## src/rtl/pf_pkg.sv

```systemverilog
package pf_pkg;
  // Functional-unit classes; the value is the lane index in the E1 map.
  localparam int NUM_UNITS = 4;
  localparam int UNIT_W    = $clog2(NUM_UNITS);

  typedef enum logic [UNIT_W-1:0] {
    UNIT_MUL  = 2'd0,
    UNIT_ALU  = 2'd1,
    UNIT_DATA = 2'd2,
    UNIT_CTRL = 2'd3
  } unit_e;
endpackage

```

## src/rtl/pf_front.sv

```systemverilog
// Address generate and address send phases.
module pf_front #(
  parameter int              ADDR_W     = 32,
  parameter int              PKT_W      = 256,
  parameter logic [ADDR_W-1:0] RESET_ADDR = '0
) (
  input  logic              clk,
  input  logic              rst,
  input  logic              hold,
  input  logic              br_valid,
  input  logic [ADDR_W-1:0] br_target,
  output logic              ps_valid,
  output logic [ADDR_W-1:0] ps_pc
);
  localparam logic [ADDR_W-1:0] STEP = ADDR_W'(PKT_W / 8);

  logic              pg_valid;
  logic [ADDR_W-1:0] pg_pc;

  always_ff @(posedge clk) begin
    if (rst) begin
      pg_valid <= 1'b0;
      pg_pc    <= RESET_ADDR;
      ps_valid <= 1'b0;
      ps_pc    <= RESET_ADDR;
    end else if (hold) begin
      // Send phase frozen; a redirect replaces only the generated address.
      if (br_valid) begin
        pg_valid <= 1'b1;
        pg_pc    <= br_target;
      end
    end else if (br_valid) begin
      // Generate mux picks the target; the old generated address is dropped.
      ps_valid <= 1'b1;
      ps_pc    <= br_target;
      pg_valid <= 1'b1;
      pg_pc    <= br_target + STEP;
    end else begin
      ps_valid <= pg_valid;
      ps_pc    <= pg_pc;
      pg_valid <= 1'b1;
      if (pg_valid) pg_pc <= pg_pc + STEP;
    end
  end

  p_front_hold_r5: assert property (@(posedge clk) disable iff (rst)
    hold |=> ($stable(ps_pc) && $stable(ps_valid)));
endmodule

```

## src/rtl/pf_wait.sv

```systemverilog
// Memory wait and packet read phases.
module pf_wait #(
  parameter int ADDR_W = 32,
  parameter int PKT_W  = 256
) (
  input  logic              clk,
  input  logic              rst,
  input  logic              ps_valid,
  input  logic [ADDR_W-1:0] ps_pc,
  input  logic              mem_ready,
  input  logic [PKT_W-1:0]  mem_rdata,
  output logic              stall,
  output logic              pr_valid,
  output logic [ADDR_W-1:0] pr_pc,
  output logic [PKT_W-1:0]  pr_pkt
);
  logic              pw_valid;
  logic [ADDR_W-1:0] pw_pc;
  logic              take;

  assign stall = pw_valid && !mem_ready;
  assign take  = pw_valid && mem_ready;

  always_ff @(posedge clk) begin
    if (rst) begin
      pw_valid <= 1'b0;
      pr_valid <= 1'b0;
    end else begin
      if (!stall) pw_valid <= ps_valid;
      pr_valid <= take;
    end
  end

  // Data registers carry no reset.
  always_ff @(posedge clk) begin
    if (!stall) pw_pc <= ps_pc;
    if (take) begin
      pr_pc  <= pw_pc;
      pr_pkt <= mem_rdata;
    end
  end

  p_wait_hold_r5: assert property (@(posedge clk) disable iff (rst)
    stall |=> (pw_valid && $stable(pw_pc)));
  p_read_bubble_r5: assert property (@(posedge clk) disable iff (rst)
    stall |=> !pr_valid);
endmodule

```

## src/rtl/pf_dispatch.sv

```systemverilog
// Dispatch phase: tag every slot with its unit class.
module pf_dispatch #(
  parameter int ADDR_W   = 32,
  parameter int SLOTS    = 8,
  parameter int WORD_W   = 32,
  parameter int UNIT_LSB = 2
) (
  input  logic                          clk,
  input  logic                          rst,
  input  logic                          pr_valid,
  input  logic [ADDR_W-1:0]             pr_pc,
  input  logic [SLOTS*WORD_W-1:0]       pr_pkt,
  output logic                          dp_valid,
  output logic [ADDR_W-1:0]             dp_pc,
  output logic [SLOTS*WORD_W-1:0]       dp_pkt,
  output logic [SLOTS*pf_pkg::UNIT_W-1:0] dp_tag
);
  localparam int UW = pf_pkg::UNIT_W;

  logic [SLOTS*UW-1:0] tag_n;

  for (genvar s = 0; s < SLOTS; s++) begin : g_tag
    assign tag_n[s*UW +: UW] = pr_pkt[s*WORD_W + UNIT_LSB +: UW];
  end

  always_ff @(posedge clk) begin
    if (rst) dp_valid <= 1'b0;
    else     dp_valid <= pr_valid;
  end

  always_ff @(posedge clk) begin
    dp_pc  <= pr_pc;
    dp_pkt <= pr_pkt;
    dp_tag <= tag_n;
  end
endmodule

```

## src/rtl/pf_decode.sv

```systemverilog
// Decode phase and the registered E1 interface.
module pf_decode #(
  parameter int ADDR_W = 32,
  parameter int SLOTS  = 8,
  parameter int WORD_W = 32
) (
  input  logic                              clk,
  input  logic                              rst,
  input  logic                              dp_valid,
  input  logic [ADDR_W-1:0]                 dp_pc,
  input  logic [SLOTS*WORD_W-1:0]           dp_pkt,
  input  logic [SLOTS*pf_pkg::UNIT_W-1:0]   dp_tag,
  output logic                              e1_valid,
  output logic [ADDR_W-1:0]                 e1_pc,
  output logic [SLOTS*WORD_W-1:0]           e1_slots,
  output logic [pf_pkg::NUM_UNITS*SLOTS-1:0] e1_lane
);
  localparam int UW = pf_pkg::UNIT_W;
  localparam int NU = pf_pkg::NUM_UNITS;

  logic                    dc_valid;
  logic [ADDR_W-1:0]       dc_pc;
  logic [SLOTS*WORD_W-1:0] dc_pkt;
  logic [NU*SLOTS-1:0]     dc_lane, lane_n;

  for (genvar u = 0; u < NU; u++) begin : g_unit
    for (genvar s = 0; s < SLOTS; s++) begin : g_slot
      assign lane_n[u*SLOTS+s] = (dp_tag[s*UW +: UW] == UW'(u));
    end
  end

  always_ff @(posedge clk) begin
    if (rst) begin
      dc_valid <= 1'b0;
      e1_valid <= 1'b0;
    end else begin
      dc_valid <= dp_valid;
      e1_valid <= dc_valid;
    end
  end

  always_ff @(posedge clk) begin
    dc_pc    <= dp_pc;
    dc_pkt   <= dp_pkt;
    dc_lane  <= lane_n;
    e1_pc    <= dc_pc;
    e1_slots <= dc_pkt;
    e1_lane  <= dc_lane;
  end

  p_e1_drain_r4: assert property (@(posedge clk) disable iff (rst)
    dc_valid |=> e1_valid);

  for (genvar s = 0; s < SLOTS; s++) begin : g_chk
    logic [NU-1:0] col;
    for (genvar u = 0; u < NU; u++) begin : g_col
      assign col[u] = e1_lane[u*SLOTS+s];
    end
    p_lane_onehot_r8: assert property (@(posedge clk) disable iff (rst)
      e1_valid |-> ($countones(col) == 1));
  end
endmodule

```

## src/rtl/pkt_fetch_pipe.sv

```systemverilog
module pkt_fetch_pipe #(
  parameter int                ADDR_W     = 32,
  parameter int                SLOTS      = 8,
  parameter int                WORD_W     = 32,
  parameter int                UNIT_LSB   = 2,
  parameter logic [ADDR_W-1:0] RESET_ADDR = 32'h0000_1000
) (
  input  logic                              clk,
  input  logic                              rst,
  input  logic                              br_valid,
  input  logic [ADDR_W-1:0]                 br_target,
  output logic                              mem_req,
  output logic [ADDR_W-1:0]                 mem_addr,
  input  logic [SLOTS*WORD_W-1:0]           mem_rdata,
  input  logic                              mem_ready,
  output logic                              e1_valid,
  output logic [ADDR_W-1:0]                 e1_pc,
  output logic [SLOTS*WORD_W-1:0]           e1_slots,
  output logic [pf_pkg::NUM_UNITS*SLOTS-1:0] e1_lane
);
  localparam int PKT_W = SLOTS * WORD_W;
  localparam int UW    = pf_pkg::UNIT_W;

  logic              stall;
  logic              ps_valid, pr_valid, dp_valid;
  logic [ADDR_W-1:0] ps_pc, pr_pc, dp_pc;
  logic [PKT_W-1:0]  pr_pkt, dp_pkt;
  logic [SLOTS*UW-1:0] dp_tag;

  pf_front #(.ADDR_W(ADDR_W), .PKT_W(PKT_W), .RESET_ADDR(RESET_ADDR)) u_front (
    .clk(clk), .rst(rst), .hold(stall),
    .br_valid(br_valid), .br_target(br_target),
    .ps_valid(ps_valid), .ps_pc(ps_pc)
  );

  // The send phase drives memory only while the wait phase can accept.
  assign mem_req  = ps_valid && !stall;
  assign mem_addr = ps_pc;

  pf_wait #(.ADDR_W(ADDR_W), .PKT_W(PKT_W)) u_wait (
    .clk(clk), .rst(rst), .ps_valid(ps_valid), .ps_pc(ps_pc),
    .mem_ready(mem_ready), .mem_rdata(mem_rdata), .stall(stall),
    .pr_valid(pr_valid), .pr_pc(pr_pc), .pr_pkt(pr_pkt)
  );

  pf_dispatch #(.ADDR_W(ADDR_W), .SLOTS(SLOTS), .WORD_W(WORD_W), .UNIT_LSB(UNIT_LSB)) u_disp (
    .clk(clk), .rst(rst), .pr_valid(pr_valid), .pr_pc(pr_pc), .pr_pkt(pr_pkt),
    .dp_valid(dp_valid), .dp_pc(dp_pc), .dp_pkt(dp_pkt), .dp_tag(dp_tag)
  );

  pf_decode #(.ADDR_W(ADDR_W), .SLOTS(SLOTS), .WORD_W(WORD_W)) u_dec (
    .clk(clk), .rst(rst), .dp_valid(dp_valid), .dp_pc(dp_pc), .dp_pkt(dp_pkt),
    .dp_tag(dp_tag), .e1_valid(e1_valid), .e1_pc(e1_pc),
    .e1_slots(e1_slots), .e1_lane(e1_lane)
  );
endmodule

```

## config.mk

```make
export PLATFORM = sky130hd
export DESIGN_NAME = pkt_fetch_pipe
export DESIGN_NICKNAME = d
export VERILOG_FILES = /design/src/rtl/pf_pkg.sv /design/src/rtl/pf_front.sv /design/src/rtl/pf_wait.sv /design/src/rtl/pf_dispatch.sv /design/src/rtl/pf_decode.sv /design/src/rtl/pkt_fetch_pipe.sv
export SDC_FILE = /design/constraint.sdc
export NUM_CORES = 1
export LEC_CHECK = 0
export ABC_CLOCK_PERIOD_IN_PS = 10200
export BUFFER_PORTS_ARGS = -buffer_cell sky130_fd_sc_hd__clkbuf_2
export CORE_ASPECT_RATIO = 1.25
export CORE_MARGIN = 2
export CORE_UTILIZATION = 40
export CTS_BUF_LIST = sky130_fd_sc_hd__clkbuf_8 sky130_fd_sc_hd__clkbuf_16
export CTS_CLUSTER_DIAMETER = 60
export DETAILED_ROUTE_END_ITERATION = 8
export HOLD_SLACK_MARGIN = 0.12
export PLACE_DENSITY_LB_ADDON = 0.12
export SETUP_SLACK_MARGIN = 0.15
export SYNTH_ARGS = -nofsm -noshare
export SYNTH_HDL_FRONTEND = slang
export SYNTH_SLANG_ARGS = --single-unit
```

## constraint.sdc

```tcl
create_clock -name clk -period 10.2 [get_ports clk]
set_clock_uncertainty 0.2 [all_clocks]
set_input_delay 2.04 -clock clk [delete_from_list [all_inputs] [get_ports clk]]
set_output_delay 2.04 -clock clk [all_outputs]
set_load 0.005 [all_outputs]
```

# Word-level counts from Yosys, hierarchy flattened
# Cells that the tools add are included.
[totals]
output_inout_bits = 354
mem_count = 0
regBits = 1335
mem_bits_ro = 0
latchBits = 0
ramBits = 0
[classes]
n_bitwise = 0
n_div = 0
n_eq_ne = 24
n_lt_le_gt_ge = 0
mux = 6
add_sub_neg = 2
n_shift = 0
n_mul = 0
n_reduce_logical = 14
[op_table]
columns = ["op", "n"]
rows = [
  ["$mux 32", 4],
  ["$add 32x6->32 const B", 2],
  ["$eq 2x2->1 const B", 16],
  ["$eq 2x1->1 const B", 8],
  ["$logic_not 2->1", 8],
  ["$logic_and 1x1->1", 3],
  ["$reduce_bool 3->1", 1],
  ["$logic_not 1->1", 2],
  ["$mux 1", 2],
]

# Longest topological paths before layout
[logic_depth]
depth_word = 4
ltp_mapped = 11
mapped_depth_nobuf = 6

# Hierarchy
# A second synthesis with hierarchy kept.
[hier_totals]
cells_unflattened = 1768
area_unflattened_um2 = 32364.8
[modules_own_cells]
columns = ["mod", "area_each_um2", "n_inst", "cells_per_inst"]
rows = [
  ["pf_decode", 13095.1, 1, 676],
  ["pf_wait", 9698.1, 1, 328],
  ["pf_dispatch", 5919.4, 1, 306],
  ["pf_front", 3638.5, 1, 457],
  ["pkt_fetch_pipe", 13.8, 1, 1],
]

# Worst setup path after synthesis
# No wires, ideal clock.
[synth_path]
path_type = "input to register"
startpoint = "in mem_ready"
endpoint = "reg u_wait.pr_pc[0] (enable)"
n_path_buf = 0
required_ps = 9313
arrival_time_ps = 8507
setup_time_ps = 687
path_stages = 1
slack_ps = 807
cell_sequence = "and2_1"
[synth_between]
elab_chain_cells = 1
[synth_rtl]
columns = ["element", "line", "text"]
rows = [
  ["start: declaration", "pkt_fetch_pipe.sv:15", "input logic mem_ready,"],
  ["$logic_and 1x1->1", "pf_wait.sv:22", "assign take = pw_valid && mem_ready;"],
  ["end signal: assignment", "pf_wait.sv:38", "pr_pc <= pw_pc;"],
  ["end: declaration", "pf_wait.sv:14", "output logic [ADDR_W-1:0] pr_pc,"],
]
# Every way passes these cells.
# A chain may end at the register's enable or synchronous reset.

# Worst setup path in the final report
[layout_path]
startpoint = "in mem_ready"
endpoint = "out mem_req"
[layout_between]
elab_chain_cells = 4
[layout_rtl]
columns = ["element", "line", "text"]
rows = [
  ["$logic_not 1->1", "pf_wait.sv:21", "assign stall = pw_valid && !mem_ready;"],
  ["$logic_and 1x1->1", "pf_wait.sv:21", ""],
  ["$logic_not 1->1", "n/a", ""],
  ["$logic_and 1x1->1", "pkt_fetch_pipe.sv:37", "assign mem_req = ps_valid && !stall;"],
  ["end: declaration", "pkt_fetch_pipe.sv:12", "output logic mem_req,"],
]
# Every way passes these cells.

==> impl_metrics.sql <==
INSERT INTO impl_metrics (metric_group, metric, value, unit) VALUES
('outcome', 'outcome', 'complete, no violations', ''),
('synth', 'yosys.cell_types.count', '61', ''),
('route', 'drt_first_pass_iters', '5', ''),
('cts', 'cts.repair.resized', '0', ''),
('floorplanning', 'die_area', '82600', 'sq um'),
('floorplanning', 'placeableCoreArea', '79800', 'sq um'),
('synth', 'post_synthesis_sequential_element_count', '1319', ''),
('cts', 'htree_levels', '3', ''),
('route', 'wirelength', '64500', 'um'),
('grt', 'congestion_overflow_gr', '0', ''),
('placement', 'io_buffers', '645', ''),
('route', 'drc', '0', ''),
('timing', 'finalHoldViolations', '0', ''),
('synth', 'post_synth_most_frequent_cells', '999 x sky130_fd_sc_hd__dfxtp_1, 320 x sky130_fd_sc_hd__edfxtp_1, 59 x sky130_fd_sc_hd__nor2_1, 35 x sky130_fd_sc_hd__nand2_1, 34 x sky130_fd_sc_hd__a211oi_1', ''),
('grt', 'grt_pass1_vias', '15500', ''),
('power', 'power.static_leakage', '17.2', 'nW'),
('timing', 'slew_at_the_pin_with_the_worst_max_slew_slack', '1.11', 'ns'),
('synth', 'synth_seq_area_share', '92.1', '%'),
('run', 'maxCapViolCount', '0', ''),
('critical_path', 'crit_buf_inv', '3', ''),
('synth', 'postSynthCellCount', '1712', ''),
('placement', 'preCtsSetupSlack', '4.66', 'ns'),
('timing', 'report.final.slew_viol_count', '0', ''),
('floorplanning', 'ioPinCount', '646', ''),
('synth', 'synthMostInstantiatedCell', 'sky130_fd_sc_hd__dfxtp_1', ''),
('power', 'powerDensity', '254', 'nW/um^2'),
('cts', 'tritoncts.num_buffers', '117', ''),
('timing', 'max_clock_freq', '0.181', 'GHz'),
('placement', 'gp_routability_congestion', '0.813', ''),
('floorplanning', 'chipWidth', '258', 'um'),
('placement', 'dpl.hpwl', '45400', 'um'),
('route', 'drt-initial-drc-count', '792', ''),
('critical_path', 'critPathMaxStageDelay', '0.69', 'ns'),
('grt', 'grtUsageMet2', '26.4', '%'),
('grt', 'grt_start_max_net_pins', '144', ''),
('critical_path', 'cp_cell_sequence', 'clkbuf_2 -> nor2b_1 -> clkinv_2 -> and2_1 -> clkbuf_2', ''),
('placement', 'post-place-cells', '3395', ''),
('critical_path', 'crit_slowest_cell', 'sky130_fd_sc_hd__nor2b_1', ''),
('floorplanning', 'std_cell_rows', '116', ''),
('route', 'via_count', '15400', ''),
('synth', 'synth_async_sr_flop_share', '0', '%'),
('timing', 'min_period_over_period', '54.2', '%'),
('timing', 'post-route-worst-setup-slack', '4.67', 'ns'),
('power', 'irDropWorstVdd', '196', 'uV'),
('critical_path', 'timing_worst_setup_path_type', 'in2out', ''),
('final_layout', 'fillCellCount', '6688', ''),
('final_layout', 'postLayoutCoreUtil', '51.1', '%'),
('synth', 'synth_ff_type', 'sky130_fd_sc_hd__dfxtp_1', ''),
('floorplanning', 'die_h', '321', 'um'),
('critical_path', 'req_time_crit_path', '7.96', 'ns'),
('cts', 'worstSkewPairLatency', '0.66', 'ns'),
('grt', 'antenna_found_initial', '13', ''),
('timing', 'setup_repair_after_global_routing_missed_its_margin', 'no', ''),
('synth', 'count_of_synthesis_stage_warnings_from_yosys', '0', ''),
('synth', 'yosysTopAreaCell', 'sky130_fd_sc_hd__dfxtp_1', ''),
('synth', 'synth.cell_area', '32100', 'sq um'),
('route', 'count_of_nets_left_with_antenna_violations_after_detail_routing', '0', ''),
('grt', 'grt_use_met3', '6.17', '%'),
('cts', 'clock_path_buffers', '3', ''),
('cts', 'path_clk_slew', '0.06', 'ns'),
('floorplanning', 'floorplan.initialDensity', '40.3', '%'),
('cts', 'cts_sinks', '1319', ''),
('synth', 'synth.net_count', '2005', ''),
('timing', 'maxSlewHeadroom', '26.3', '%'),
('final_layout', 'layout-area-overhead-vs-synth', '27.0', '%'),
('timing', 'hold_ws', '0.118', 'ns'),
('grt', 'globalRouteTotalUtil', '15.1', '%'),
('timing', 'setup_viol', '0', ''),
('grt', 'globalRouteMet1Util', '16.1', '%'),
('critical_path', 'critical_path_arrival', '3.29', 'ns'),
('cts', 'clock-root-buffer', 'sky130_fd_sc_hd__clkbuf_16', '');
==> placed cells by master (no fill, tap or decap), types with 4 or more instances in the layout <==
cell type / instances
sky130_fd_sc_hd__dfxtp_1: 999
sky130_fd_sc_hd__clkbuf_2: 644
sky130_fd_sc_hd__edfxtp_1: 320
sky130_fd_sc_hd__clkbuf_16: 123
sky130_fd_sc_hd__nor2_1: 59
sky130_fd_sc_hd__nand2_1: 35
sky130_fd_sc_hd__a211oi_1: 34
sky130_fd_sc_hd__mux2i_1: 29
sky130_fd_sc_hd__inv_1: 25
sky130_fd_sc_hd__clkinv_2: 24
sky130_fd_sc_hd__nand3_1: 24
sky130_fd_sc_hd__clkbuf_8: 24
sky130_fd_sc_hd__nor2b_1: 23
sky130_fd_sc_hd__nor3_1: 16
sky130_fd_sc_hd__a21oi_1: 14
sky130_fd_sc_hd__o21ai_0: 14
sky130_fd_sc_hd__bufinv_16: 11
sky130_fd_sc_hd__and2_1: 10
sky130_fd_sc_hd__nand4_1: 9
sky130_fd_sc_hd__mux2_2: 8
sky130_fd_sc_hd__clkinv_1: 8
sky130_fd_sc_hd__dlygate4sd3_1: 8
sky130_fd_sc_hd__xnor2_1: 7
sky130_fd_sc_hd__buf_4: 6
sky130_fd_sc_hd__o211ai_1: 5
sky130_fd_sc_hd__nor4_1: 5
sky130_fd_sc_hd__clkinvlp_4: 5
sky130_fd_sc_hd__diode_2: 4
sky130_fd_sc_hd__or3_1: 4
==> per-layer routing <==
metal | wire length, um | part of all wire (%)
met1 | 23900 | 37
met2 | 32400 | 50
met4 | 2080 | 3.2
met3 | 5900 | 9.2
met5 | 110 | 0.17
==> stage by stage <==
step,power (mW),area (sq um)
after global routing,10.7,40800
after floorplan,5.82,32100
after detailed placement,5.98,36600
final,10.3,40800
after global placement,5.97,36600
after CTS,10.5,40800
==> logic make-up (layout without fill, tap and decap cells) <==
logic type / count (synthesis) / in the layout / share of synthesized area (%)
AOI/OAI and AO/OA: 96 / 96 / 2.15
xor gates and xnor gates: 9 / 9 / 0.245
adders and majority gates: 1 / 1 / 0.0389
buffers and inverters: 36 / 888 / 0.584
DFF: 1319 / 1319 / 92.1
muxes: 38 / 38 / 1.23
other: 0 / 4 / 0
and+or+nand+nor: 213 / 213 / 3.61
==> cell type report <==
| class | instances | area [sq um] | share of cell area [%] |
|---|---|---|---|
| flip-flops and latches | 1319 | 29600 | 72.6 |
| clock buffers | 147 | 3410 | 8.35 |
| repair buffers | 660 | 3370 | 8.27 |
| multi-input cells | 357 | 2340 | 5.74 |
| well taps | 1062 | 1330 | 3.26 |
| clock inverters | 76 | 717 | 1.76 |
| inverters | 5 | 20.0 | 0.0491 |
| diodes | 4 | 10.0 | 0.0245 |
==> registers in the layout (all words and copies together) (netlist names), 256 cells and up <==
register,count
u_dec.dc_pkt,256
u_dec.e1_slots,256
u_disp.dp_pkt,256
u_wait.pr_pkt,256
==> where the power goes <==
part	leakage, nW	internal, mW	switching [mW]
combinational	3.69	0.108	0.139
sequential	11.4	5.55	0.0609
clock	2.11	2.64	1.85
==> worst reg2reg max path: cells and delay by family, from the launching register on <==
| family | cells | cell delay [ns] |
|---|---|---|
| AO/OA/AOI/OAI | 1 | 0.57 |
| buffers and inverters | 2 | 0.88 |
| flip-flops | 1 | 0.31 |
| AND/OR/NAND/NOR | 4 | 1.25 |
==> worst paths after layout <==
check | from | depth (start not counted) | end | slack [ns]
hold / removal | u_disp.dp_pkt[44] | 0 | u_dec.dc_pkt[44] | 0.12
setup reg to reg | u_wait.pw_valid | 7 | u_front.pg_pc[28] | 6.94
hold reg to reg | u_disp.dp_pkt[44] | 0 | u_dec.dc_pkt[44] | 0.12
setup / recovery | mem_ready | 5 | mem_req | 4.67
==> repair_timing <==
| item | CTS | global route |
|---|---|---|
| hold buffers | 8 | 0 |
| setup buffers | 0 | 0 |
| hold endpoints to repair | 8 | 0 |
(Power assumes the default switching activity.)
